**src/rtl/dramdec_pkg.sv**
```systemverilog
package dramdec_pkg;
  typedef enum logic [2:0] {
    KIND_IDLE    = 3'd0,
    KIND_ROWOPEN = 3'd1,
    KIND_READ    = 3'd2,
    KIND_EARLYWR = 3'd3,
    KIND_LATEWR  = 3'd4,
    KIND_REFRESH = 3'd5
  } kind_e;
endpackage

```
**src/rtl/dramdec_sampler.sv**
```systemverilog
module dramdec_sampler #(
  parameter int ADDR_W = 9,
  parameter int DATA_W = 16
) (
  input  logic              clk,
  input  logic              rst,
  input  logic              ras_n,
  input  logic              lcas_n,
  input  logic              ucas_n,
  input  logic              we_n,
  input  logic              oe_n,
  input  logic [ADDR_W-1:0] addr,
  input  logic [DATA_W-1:0] din,
  output logic              s_ras_n,
  output logic [1:0]        s_cas_n,
  output logic              s_we_n,
  output logic              s_oe_n,
  output logic [ADDR_W-1:0] s_addr,
  output logic [DATA_W-1:0] s_din,
  output logic              cas_n,
  output logic              ras_fall,
  output logic              cas_fall,
  output logic              we_fall
);
  logic p_ras_n, p_cas_n, p_we_n;

  always_ff @(posedge clk) begin
    if (rst) begin
      s_ras_n <= 1'b1;
      s_cas_n <= 2'b11;
      s_we_n  <= 1'b1;
      s_oe_n  <= 1'b1;
      s_addr  <= '0;
      s_din   <= '0;
      p_ras_n <= 1'b1;
      p_cas_n <= 1'b1;
      p_we_n  <= 1'b1;
    end else begin
      s_ras_n <= ras_n;
      s_cas_n <= {ucas_n, lcas_n};
      s_we_n  <= we_n;
      s_oe_n  <= oe_n;
      s_addr  <= addr;
      s_din   <= din;
      p_ras_n <= s_ras_n;
      p_cas_n <= cas_n;
      p_we_n  <= s_we_n;
    end
  end

  // merged strobe: low while any byte strobe is low
  assign cas_n    = &s_cas_n;
  assign ras_fall = p_ras_n & ~s_ras_n;
  assign cas_fall = p_cas_n & ~cas_n;
  assign we_fall  = p_we_n & ~s_we_n;
endmodule

```
**src/rtl/dramdec_ctrl.sv**
```systemverilog
module dramdec_ctrl
  import dramdec_pkg::*;
#(
  parameter int ADDR_W   = 9,
  parameter int DATA_W   = 16,
  parameter int ROW_BITS = 3,
  parameter int COL_BITS = 3,
  localparam int AW      = ROW_BITS + COL_BITS
) (
  input  logic              clk,
  input  logic              rst,
  input  logic              s_ras_n,
  input  logic [1:0]        s_cas_n,
  input  logic              s_we_n,
  input  logic              s_oe_n,
  input  logic [ADDR_W-1:0] s_addr,
  input  logic [DATA_W-1:0] s_din,
  input  logic              cas_n,
  input  logic              ras_fall,
  input  logic              cas_fall,
  input  logic              we_fall,
  output logic [AW-1:0]     rd_addr,
  output logic              wr_en,
  output logic [1:0]        wr_be,
  output logic [AW-1:0]     wr_addr,
  output logic [DATA_W-1:0] wr_data,
  output logic [1:0]        dout_oe,
  output kind_e             kind,
  output logic [ADDR_W-1:0] refresh_row
);
  logic [ADDR_W-1:0] row_q, col_q, rcnt;
  logic              acc_q;
  logic              open_row;

  assign open_row = ~s_ras_n && (kind != KIND_REFRESH) && (kind != KIND_IDLE);
  assign rd_addr  = {row_q[ROW_BITS-1:0], col_q[COL_BITS-1:0]};

  always_ff @(posedge clk) begin
    if (rst) begin
      kind        <= KIND_IDLE;
      row_q       <= '0;
      col_q       <= '0;
      rcnt        <= '0;
      refresh_row <= '0;
      acc_q       <= 1'b0;
      wr_en       <= 1'b0;
      wr_be       <= 2'b00;
      wr_addr     <= '0;
      wr_data     <= '0;
      dout_oe     <= 2'b00;
    end else begin
      wr_en   <= 1'b0;
      wr_be   <= ~s_cas_n;
      wr_data <= s_din;
      for (int i = 0; i < 2; i++)
        dout_oe[i] <= acc_q & ~s_cas_n[i] & ~s_oe_n & s_we_n;
      if (cas_n) acc_q <= 1'b0;
      if (ras_fall) begin
        acc_q <= 1'b0;
        if (!cas_n) begin
          kind        <= KIND_REFRESH;
          refresh_row <= rcnt;
          rcnt        <= rcnt + 1'b1;
        end else begin
          kind        <= KIND_ROWOPEN;
          row_q       <= s_addr;
          refresh_row <= s_addr;
        end
      end else if (open_row) begin
        if (cas_fall) begin
          col_q <= s_addr;
          acc_q <= 1'b1;
          if (!s_we_n) begin
            kind    <= KIND_EARLYWR;
            wr_en   <= 1'b1;
            wr_addr <= {row_q[ROW_BITS-1:0], s_addr[COL_BITS-1:0]};
          end else begin
            kind <= KIND_READ;
          end
        end else if (we_fall && !cas_n && kind == KIND_READ) begin
          kind    <= KIND_LATEWR;
          wr_en   <= 1'b1;
          wr_addr <= rd_addr;
        end
      end
    end
  end

  AST_CBR_COUNT_STEP: assert property (@(posedge clk) disable iff (rst)
    (ras_fall && !cas_n) |=> (rcnt == $past(rcnt) + 1'b1));
  AST_REFRESH_QUIET: assert property (@(posedge clk) disable iff (rst)
    (kind == KIND_REFRESH && $past(kind == KIND_REFRESH)) |-> (dout_oe == 2'b00));
  AST_WRITE_HAS_LANE: assert property (@(posedge clk) disable iff (rst)
    wr_en |-> (wr_be != 2'b00));
  AST_ROWONLY_KEEPS_CNT: assert property (@(posedge clk) disable iff (rst)
    (ras_fall && cas_n) |=> (rcnt == $past(rcnt)));
endmodule

```
**src/rtl/dramdec_array.sv**
```systemverilog
module dramdec_array #(
  parameter int AW     = 6,
  parameter int DATA_W = 16,
  localparam int LANES = 2,
  localparam int LW    = DATA_W / LANES,
  localparam int DEPTH = 1 << AW
) (
  input  logic              clk,
  input  logic              wr_en,
  input  logic [LANES-1:0]  wr_be,
  input  logic [AW-1:0]     wr_addr,
  input  logic [DATA_W-1:0] wr_data,
  input  logic [AW-1:0]     rd_addr,
  output logic [DATA_W-1:0] rd_data
);
  for (genvar g = 0; g < LANES; g++) begin : g_lane
    logic [LW-1:0] mem [DEPTH];
    always_ff @(posedge clk) begin
      if (wr_en && wr_be[g]) mem[wr_addr] <= wr_data[g*LW +: LW];
      rd_data[g*LW +: LW] <= mem[rd_addr];
    end
  end
endmodule

```
**src/rtl/dram_cycle_decoder.sv**
```systemverilog
module dram_cycle_decoder
  import dramdec_pkg::*;
#(
  parameter int ADDR_W   = 9,
  parameter int DATA_W   = 16,
  parameter int ROW_BITS = 3,
  parameter int COL_BITS = 3,
  localparam int AW      = ROW_BITS + COL_BITS
) (
  input  logic              clk,
  input  logic              rst,
  input  logic              ras_n,
  input  logic              lcas_n,
  input  logic              ucas_n,
  input  logic              we_n,
  input  logic              oe_n,
  input  logic [ADDR_W-1:0] addr,
  input  logic [DATA_W-1:0] din,
  output logic [DATA_W-1:0] dout,
  output logic [1:0]        dout_oe,
  output logic [2:0]        cyc_kind,
  output logic [ADDR_W-1:0] refresh_row
);
  logic              s_ras_n, s_we_n, s_oe_n, cas_n, ras_fall, cas_fall, we_fall;
  logic [1:0]        s_cas_n, wr_be;
  logic [ADDR_W-1:0] s_addr;
  logic [DATA_W-1:0] s_din, wr_data;
  logic [AW-1:0]     rd_addr, wr_addr;
  logic              wr_en;
  kind_e             kind;

  dramdec_sampler #(.ADDR_W(ADDR_W), .DATA_W(DATA_W)) u_smp (
    .clk(clk), .rst(rst), .ras_n(ras_n), .lcas_n(lcas_n), .ucas_n(ucas_n),
    .we_n(we_n), .oe_n(oe_n), .addr(addr), .din(din),
    .s_ras_n(s_ras_n), .s_cas_n(s_cas_n), .s_we_n(s_we_n), .s_oe_n(s_oe_n),
    .s_addr(s_addr), .s_din(s_din), .cas_n(cas_n), .ras_fall(ras_fall),
    .cas_fall(cas_fall), .we_fall(we_fall));

  dramdec_ctrl #(.ADDR_W(ADDR_W), .DATA_W(DATA_W), .ROW_BITS(ROW_BITS),
                 .COL_BITS(COL_BITS)) u_ctl (
    .clk(clk), .rst(rst), .s_ras_n(s_ras_n), .s_cas_n(s_cas_n),
    .s_we_n(s_we_n), .s_oe_n(s_oe_n), .s_addr(s_addr), .s_din(s_din),
    .cas_n(cas_n), .ras_fall(ras_fall), .cas_fall(cas_fall), .we_fall(we_fall),
    .rd_addr(rd_addr), .wr_en(wr_en), .wr_be(wr_be), .wr_addr(wr_addr),
    .wr_data(wr_data), .dout_oe(dout_oe), .kind(kind),
    .refresh_row(refresh_row));

  dramdec_array #(.AW(AW), .DATA_W(DATA_W)) u_arr (
    .clk(clk), .wr_en(wr_en), .wr_be(wr_be), .wr_addr(wr_addr),
    .wr_data(wr_data), .rd_addr(rd_addr), .rd_data(dout));

  assign cyc_kind = kind;

  AST_MERGED_FIRST_FALL: assert property (@(posedge clk) disable iff (rst)
    cas_fall |-> ($past(lcas_n && ucas_n, 2) && !$past(lcas_n && ucas_n, 1)));
  AST_LOW_LANE_STROBE: assert property (@(posedge clk) disable iff (rst)
    dout_oe[0] |-> !$past(lcas_n, 2));
  AST_HIGH_LANE_STROBE: assert property (@(posedge clk) disable iff (rst)
    dout_oe[1] |-> !$past(ucas_n, 2));
  AST_NO_WRITE_IN_REFRESH: assert property (@(posedge clk) disable iff (rst)
    wr_en |-> (kind == KIND_EARLYWR || kind == KIND_LATEWR));
endmodule

```
**config.mk**
```make
export PLATFORM = sky130hd
export DESIGN_NAME = dram_cycle_decoder
export DESIGN_NICKNAME = d
export VERILOG_FILES = /design/src/rtl/dramdec_pkg.sv /design/src/rtl/dramdec_sampler.sv /design/src/rtl/dramdec_ctrl.sv /design/src/rtl/dramdec_array.sv /design/src/rtl/dram_cycle_decoder.sv
export SDC_FILE = /design/constraint.sdc
export NUM_CORES = 1
export LEC_CHECK = 0
export ABC_CLOCK_PERIOD_IN_PS = 3560
export BUFFER_PORTS_ARGS = -buffer_cell sky130_fd_sc_hd__clkbuf_2
export CAP_MARGIN = 30
export CORE_UTILIZATION = 55
export CTS_BUF_LIST = sky130_fd_sc_hd__clkbuf_2
export CTS_CLUSTER_DIAMETER = 50
export DETAILED_ROUTE_END_ITERATION = 16
export PLACE_DENSITY_LB_ADDON = 0.1
export SYNTH_ARGS = -nofsm -noshare
export SYNTH_HDL_FRONTEND = slang
export SYNTH_HIERARCHICAL = 1
export SYNTH_SLANG_ARGS = --single-unit
```
**constraint.sdc**
```tcl
create_clock -name clk -period 3.56 [get_ports clk]
set_clock_uncertainty 0.15 [all_clocks]
set_input_delay 0.712 -clock clk [delete_from_list [all_inputs] [get_ports clk]]
set_output_delay 0.712 -clock clk [all_outputs]
set_load 0.03 [all_outputs]
```
Word level (Yosys, flattened, before mapping)
Memories as Yosys holds them, arrays and structs flattened. A register that Yosys moved wholly into a read port is not among the register bits.
Index checks and enable logic that the tools add are counted.
W data, S select, Z words.
{"block": "totals", "ramBits": 1024, "memories": 2, "output_inout_bits": 30, "elab_cells": 83, "ff_bits": 88, "input_bits": 32}
{"name": "u_arr.g_lane[0].mem", "words": 64, "word_bits": 8, "rd": 1, "rd_clocked_by_memory_dff": 1, "wr": 1, "line_no": "dramdec_array.sv:17", "source": "logic [LW-1:0] mem [DEPTH];"}
{"name": "u_arr.g_lane[1].mem", "words": 64, "word_bits": 8, "rd": 1, "rd_clocked_by_memory_dff": 1, "wr": 1, "line_no": "dramdec_array.sv:17"}
{"block": "op_classes", "bitwise": 18, "mux": 20, "addsub": 1, "n_eq_ne": 3, "n_reduce_logical": 19}
{"operator": "$mux W6", "count": 3}
{"operator": "$mux W3", "count": 5}
{"operator": "$mux W1", "count": 11}
{"operator": "$add A9 B1 Y9 const B", "count": 1}
{"operator": "$and A1 B1 Y1", "count": 9}
{"operator": "$mux W9", "count": 1}
{"operator": "$not A1 Y1", "count": 8}
{"operator": "$logic_and A1 B1 Y1", "count": 6}
{"operator": "$reduce_and A2 Y1", "count": 3}
{"operator": "$reduce_and A3 Y1", "count": 2}
{"operator": "$reduce_bool A3 Y1", "count": 2}
{"operator": "$reduce_and A4 Y1", "count": 1}
{"operator": "$reduce_bool A2 Y1", "count": 2}
{"operator": "$eq A3 B2 Y1 const B", "count": 1}
{"operator": "$ne A3 B3 Y1 const B", "count": 1}
{"operator": "$reduce_or A3 Y1", "count": 1}
{"operator": "$ne A2 B2 Y1 const B", "count": 1}
{"operator": "$not A2 Y2", "count": 1}
{"operator": "$reduce_or A2 Y1", "count": 1}
{"operator": "$logic_not A1 Y1", "count": 1}

Depth between registers and ports, before layout
Gate-level depths: netlist of run 1.
{"block": "logic_depth", "ltp_word": 8, "mapped_depth": 10, "ltp_nobuf": 5}

Modules after synthesis
The synthesis of run 1 kept the hierarchy.
{"module": "dramdec_array", "seq_area_each_um2": 31069.8, "n_inst": 1, "cells_per_inst": 1922, "area_each_um2": 40443.8}
{"module": "dramdec_ctrl", "seq_area_each_um2": 1101.1, "n_inst": 1, "cells_per_inst": 211, "area_each_um2": 2074.5}
{"module": "dramdec_sampler", "seq_area_each_um2": 660.6, "n_inst": 1, "cells_per_inst": 73, "area_each_um2": 915.9}

Worst setup path before layout of run 1
OpenSTA, ideal clock, no wires.
{"block": "synth_path", "path_type": "reg-to-reg", "start": "register u_ctl.wr_addr[1]", "end": "memory u_arr/g_lane[1].mem[42][0] in the netlist's numbering (enable)", "setup_time_ns": 0.371, "stages_incl_launch_ff": 7, "arrival_ns": 1.754, "path_buffers": 2, "setup_slack_ns": 1.285, "path_cell_list": "dfxtp_1 > clkbuf_1 > or3b_2 > clkbuf_1 > inv_1 > nand2_1 > nor2_1"}
{"item": "start: declaration", "line_no": "dramdec_ctrl.sv:25", "source": "output logic [AW-1:0] wr_addr,"}
{"item": "start signal: assignment", "line_no": "dramdec_ctrl.sv:76", "source": "wr_addr <= {row_q[ROW_BITS-1:0], s_addr[COL_BITS-1:0]};"}
{"item": "start signal: assignment", "line_no": "dramdec_ctrl.sv:83", "source": "wr_addr <= rd_addr;"}
{"item": "end: declaration", "line_no": "dramdec_array.sv:17"}
No word-level cell before the write port.

==> results.md, run 1 <==
- Status: completed
- Reg-to-reg setup timing slack: 490 ps
- Total Nets Final: 2730
- Wire per inst: 25.8 um
- Core area: 77800 sq um
- Most common cell in the netlist: edfxtp_1
- # DRC: 0
- Mapped Area: 43400 sq um
- Sink Count: 1128
- Layout Cells excl Fill: 3939
- GPL Wtd Cong: 0.850
- CP Capture Type: register
- Critical R2R Launch: u_ctl/col_q[0]$_SDFFE_PP0P_
- Half-perimeter wire length after placement: 63400 um
- Die area: 80100 sq um
- Post-synthesis sequential area ratio: 75.6%
- HP Class: register to register
- Slowest stage delay, CP: 680 ps
- Share of cells above drive strength 1: 32.6%
- Max-slew violations: 0
- Top cell type's share of synthesized area: 70.8%
- Top post-synthesis cells by area: edfxtp_1, mux4_2, dfxtp_1
- First-pass GRT wire length: 151000 um
- Peak supply drop: 0.000379 V
- Synthesis Warnings: 6
- Commonest cells post-synth: edfxtp_1, mux4_2, nor2_1
- Via density: 5.87
- Clk slew on worst S/H paths: 110 ps
- Slew margin rel.: 27.6%
- Pre-antenna DRT Iters: 5
- Cell taking the most area after synthesis: edfxtp_1
- Hold-critical path depth: 1
- Crit path required time: 4630 ps
- Hold Slack: 273 ps
- Yosys reg bits: 1128
- Distinct cell type count after synthesis: 58
- Async set-reset flop share out of synthesis: 0%
- Post-DP Area: 45700 sq um
- Ports: 62
- Antenna violations before repair: 2
- Final Cycle Share: 86.2%
- Unrepaired setup endpoints after global routing: false
- Root Buffer: clkbuf_2
- Post-synth EDFFs: 1024
- # port buffers: 61
- CP max stage cell: dfxtp_4
- Htree depth: 5
- Final wirelength: 102000 um
- Clock buffer count from CTS: 293
- DR vias: 23100
- Final-report hold violation count: 0
- Max Cap Violations: 0
- Ys flop type: edfxtp_1
- Initial DRC Count: 2065
- Power density over the cells: 478 nW/um^2
- CTS Hold Bufs: 91
- # fillers: 5658
- Die height: 283 um
- GRT overflow: 0
- Tmin final: 3070 ps
- Hold_sp: u_smp/s_din[13]$_SDFF_PP0_
- Final ANT Viol Nets: 0
- Worst Hold End: u_ctl/wr_data[13]$_SDFF_PP0_
- Setup Viol. Count Final: 0
- Average size of a mapped cell: 19.7 sq um
- Worst setup path class: register to register
- Leak Pwr: 16.3 nW
- Syn Inst Count: 2206
- FMAX: 0.326 GHz
- CTS tree: yes
- Cells after DPL: 3351
- Cts repair resizes: 0
- Post-CTS Setup Bufs: 0
- Setup_tns: 0 ps
- Startpoint Class: register
- Initial Utilization: 55.8%
- Data arrival time of the critical path: 4140 ps
- Die Width: 283 um
- R2R Path End: u_arr/rd_data[3]$_DFF_P_
- Worst reg-to-reg path cell count: 6
- Clock tree buffer depth: 4
- Worst-path cell chain: buf_4 -> mux4_2 -> mux2_2 -> nand2_1 -> nand4_1 -> and4_1
- Finished Cell Area: 49100 sq um
- Post-Syn Nets: 2239
- Vias in the first global route: 24000
- All-Layer GR Usage: 25.9%
- Worst skew pair latency: 1420 ps
- Slew @ Worst Pin: 1090 ps
- Area Growth Syn to Fin: 13.0%
- Crit-path max FO: 20
- # rows: 102
- Largest net degree at the start of global routing: 108
## how the worst max path moves through the flow
stage,cells past startpoint,start,slack [ps],to
2_1_floorplan,6,u_ctl/wr_addr[1]$_SDFFE_PP0P_,1290,u_arr/g_lane[1].mem[42][0]$_DFFE_PP_
3_3_place_gp,6,u_ctl/col_q[0]$_SDFFE_PP0P_,500,u_arr/rd_data[3]$_DFF_P_
3_5_place_dp,6,u_ctl/col_q[0]$_SDFFE_PP0P_,470,u_arr/rd_data[3]$_DFF_P_
4_1_cts,1,u_ctl/kind[2]$_SDFFE_PP0P_,330,cyc_kind[2]
5_1_grt,6,u_ctl/col_q[0]$_SDFFE_PP0P_,340,u_arr/rd_data[3]$_DFF_P_
6_report,6,u_ctl/col_q[0]$_SDFFE_PP0P_,490,u_arr/rd_data[3]$_DFF_P_
## registers in the layout, summed over array words and instances, names as in the netlist, 3 cells and up
name               cells
u_ctl/refresh_row      9
u_ctl/wr_addr          6
u_ctl/rcnt             9
u_ctl/kind             3
u_ctl/col_q            3
u_ctl/row_q            3
u_ctl/wr_data         16
u_smp/s_addr           9
u_arr/g_lane.mem    1024
u_smp/s_din           16
u_arr/rd_data         16
## through the flow
stage               util [%]  power (W)  setup slack [ps]
global placement        58.6     0.0152               502
global route            63.1     0.0244               338
detailed placement      58.7     0.0153               469
CTS                     63.1     0.0237               331
floorplan                  -     0.0150              1290
finish                  63.1     0.0235               492
## worst max-delay path: cells and delay by family (launching register included)
family	cells	cell delay [ps]
multiplexers	2	850
AND/OR/NAND/NOR	3	720
flip-flops	1	680
buffers and inverters	1	470
## layer usage
layer	up-vias	wire (um)	global-route usage, %
met5	-	13	0
met4	2	2760	10.3
met1	11900	40600	34.1
li1	10100	-	-
met2	1002	51700	43.0
met3	188	6780	4.79
## where the power goes
part	switching, W	internal [W]	leakage [nW]	total, W
clock network	0.00496	0.00348	1.98	0.00844
logic	0.000304	0.000215	4.08	0.000519
registers	0.000125	0.0144	10.3	0.0145
## kinds of logic after synthesis
group                    synth area share (%)
AO/OA/AOI/OAI                            2.88
XOR/XNOR                                0.179
adder cells (fa/ha/maj)                0.0288
buffers and inverters                    2.03
flip-flops                               75.6
multiplexers                             14.8
AND/OR/NAND/NOR                          4.49
## layout make-up
type | count | area [sq um] | area share, %
clock buffers | 429 | 2150 | 4.37
clock inverters | 67 | 367 | 0.747
multi-input cells | 940 | 9720 | 19.8
diodes | 1 | 2.50 | 0.00510
repair buffers | 321 | 2640 | 5.37
inverters | 13 | 48.8 | 0.0994
flip-flops and latches | 1128 | 32900 | 66.9
well taps | 1040 | 1300 | 2.65
## placed cells by master (no fill, tap or decap), types with 28 or more instances in the layout
master / n
nor2b_1: 70
dlygate4sd3_1: 91
edfxtp_1: 1024
mux2i_1: 104
a21oi_1: 28
nand3_1: 31
dfxtp_1: 83
clkbuf_2: 489
nand2_1: 78
buf_4: 157
nor2_1: 169
clkinv_1: 47
mux4_2: 207
a22oi_1: 39
Note: power is estimated with default switching activity, not from simulation.
==> run 2, diff against run 1 <==
- ABC_CLOCK_PERIOD_IN_PS: 3560 -> 3550
- clock period: 3.56 -> 3.55 ns (I/O delays scaled with it)
==> run 2 against run 1 <==
Compared with the run above: critical path depth fell by 5; clock power down 2%; sequential cell count unchanged; power down 0.37%; routed wire length grew 0.41%; worst hold slack got worse by 140 ps; worst setup slack lost 36 ps; count of clock-buffer cells in the layout down 20; cell area hardly changed; combinational power up 5.4%.
==> results.md, run 2 (synthesis gave the netlist of run 1 again) <==
- Vias in the first global route: 23900 (-0.29%)
- Core area: 77800 sq um (unchanged)
- Area Growth Syn to Fin: 13.1% (about the same)
- Htree depth: 5 (unchanged)
- Post-DP Area: 45700 sq um (+0.11%)
- Top reg by flops: u_arr/g_lane.mem
- FMAX: 0.323 GHz
- Max Cap Violations: 0 (unchanged)
- Via density: 5.90 (+0.39%)
- Die area: 80100 sq um (unchanged)
- Worst setup margin: 456 ps (-36.1 ps)
- Setup_tns: 0 ps (unchanged)
- Final-report hold violation count: 0 (unchanged)
- Tmin final: 3090 ps
- Wire per inst: 26.0 um (+0.43%)
- Fin util: 63.1% (about the same)
- # rows: 102 (unchanged)
- Clock buffer count from CTS: 290 (-1.0%)
- Final wirelength: 102000 um (+0.41%)
- Crit path required time: 2690 ps (-1940 ps)
- GPL Wtd Cong: 0.838 (-1.4%)
- CP top delay family: flip-flops
- Finished Cell Area: 49100 sq um (about the same)
- CP Capture Type: output pin
- Max-slew violations: 0 (unchanged)
- # DRC: 0 (unchanged)
- Die Width: 283 um (unchanged)
- Final Cycle Share: 87.2%
- Reg-to-reg setup timing slack: 610 ps (+120 ps)
- Status: completed
- Most common cell after layout, fill and taps aside: edfxtp_1
- # port buffers: 61 (unchanged)
- Hold_sp: rst
- Slowest stage delay, CP: 540 ps (-140 ps)
- Worst Hold End: u_ctl/rcnt[1]$_SDFFE_PP0P_
- Initial DRC Count: 1921 (-7.0%)
- GRT overflow: 0 (unchanged)
- Layout Cells excl Fill: 3938 (-0.025%)
- Worst skew pair latency: 1420 ps (about the same)
- Hold-critical path depth: 4 (+3)
- DR vias: 23200 (+0.36%)
- Die height: 283 um (unchanged)
- Slew margin rel.: 29.7% (+2.1 points)
- Clk slew on worst S/H paths: 120 ps (about the same)
- Data arrival time of the critical path: 2230 ps (-1910 ps)
- Share of cells above drive strength 1: 32.2% (-0.43 points)
- Unrepaired setup endpoints after global routing: false
- Setup Viol. Count Final: 0 (unchanged)
- R2R Path End: u_arr/rd_data[1]$_DFF_P_
- Worst-path cell chain: clkbuf_2
- Half-perimeter wire length after placement: 64300 um (+1.5%)
- All-Layer GR Usage: 25.8% (-0.062 points)
- Power density over the cells: 476 nW/um^2 (-0.45%)
- CTS tree: yes
- Commonest cells after routing, fill and taps aside: edfxtp_1, clkbuf_2, mux4_2
- Clock tree buffer depth: 4 (unchanged)
- Pre-antenna DRT Iters: 5 (unchanged)
- Sink Count: 1128 (unchanged)
- Largest net degree at the start of global routing: 68 (-37%)
- Startpoint Class: register
- Post-CTS Setup Bufs: 0 (unchanged)
- Slew @ Worst Pin: 1050 ps (-30.8 ps)
- Worst reg-to-reg path cell count: 6 (unchanged)
- First-pass GRT wire length: 152000 um (about the same)
- CP bufs+invs: 1 (unchanged)
- Ports: 62 (unchanged)
- Leak Pwr: 16.3 nW (-0.16%)
- Final ANT Viol Nets: 0 (unchanged)
- HP Class: input pin to register
- CP max stage cell: dfxtp_1
- Root Buffer: clkbuf_2
- Max FFs per register: 1024 (unchanged)
- Worst slack at placement: 586 ps (+117 ps)
- Worst setup path class: register to output pin
- Antenna violations before repair: 2 (unchanged)
- Initial Utilization: 55.8% (unchanged)
- Peak supply drop: 0.000313 V (-17%)
- Crit-path max FO: 9 (-55%)
- Cells after DPL: 3356 (+0.15%)
- Total Nets Final: 2734 (+0.15%)
- Critical R2R Launch: u_ctl/col_q[1]$_SDFFE_PP0P_
run 2: cell types whose count changed in the layout (fill, tap and decap cells not counted), sizes merged:
cell,change
clkbuf,-20
clkinv,+9
buf,+8
diode,+4
dlygate4sd3,-1
inv,-1
run 2: how the worst max path moves through the flow:
stage / startpoint / endpoint / slack [ps] / cells after the start
3_3_place_gp: u_ctl/col_q[0]$_SDFFE_PP0P_ / u_arr/rd_data[1]$_DFF_P_ / 630 / 7
4_1_cts: u_ctl/kind[1]$_SDFFE_PP0P_ / cyc_kind[1] / 340 / 1
3_5_place_dp: u_ctl/col_q[0]$_SDFFE_PP0P_ / u_arr/rd_data[1]$_DFF_P_ / 590 / 7
5_1_grt: u_ctl/kind[1]$_SDFFE_PP0P_ / cyc_kind[1] / 320 / 1
2_1_floorplan: u_ctl/wr_addr[1]$_SDFFE_PP0P_ / u_arr/g_lane[1].mem[42][0]$_DFFE_PP_ / 1280 / 6
6_report: u_ctl/kind[1]$_SDFFE_PP0P_ / cyc_kind[1] / 460 / 1
run 2: final cells by class:
cell class	instances	area (sq um)
Antenna cell	5	12.5
Clock buffer	409	2050
Clock inverter	75	395
Fill cell	5614	28700
Inverter	13	48.8
Multi-Input combinational cell	940	9720
Sequential cell	1128	32900
Tap cell	1040	1300
Timing Repair Buffer	328	2740
run 2: repair_timing:
action                                  CTS  global route
hold buffers                             90             0
endpoints found under the setup margin    0             0
hold endpoints to repair                 86             0
resized for setup                         0             0
run 2: routing by layer:
layer	vias to the layer above	track usage, %	part of all wire [%]
met5	-	0	0
met2	1015	41.5	50
li1	10100	-	-
met3	204	5.02	7.3
met4	0	9.89	2.6
met1	11900	35.3	40
run 2: through the flow:
| stage | hold slack [ps] | power (W) |
|---|---|---|
| 2_1_floorplan | 264 | 0.0151 |
| 3_3_place_gp | 270 | 0.0153 |
| 3_5_place_dp | 275 | 0.0153 |
| 4_1_cts | 161 | 0.0236 |
| 5_1_grt | 15.1 | 0.0243 |
| 6_report | 129 | 0.0234 |
run 2: where the power goes:
part	internal (W)	switching (W)	leakage [nW]	total (W)
sequential	0.0144	0.000112	10.3	0.0146
combinational	0.000224	0.000323	4.13	0.000547
clock	0.00336	0.00493	1.90	0.00829
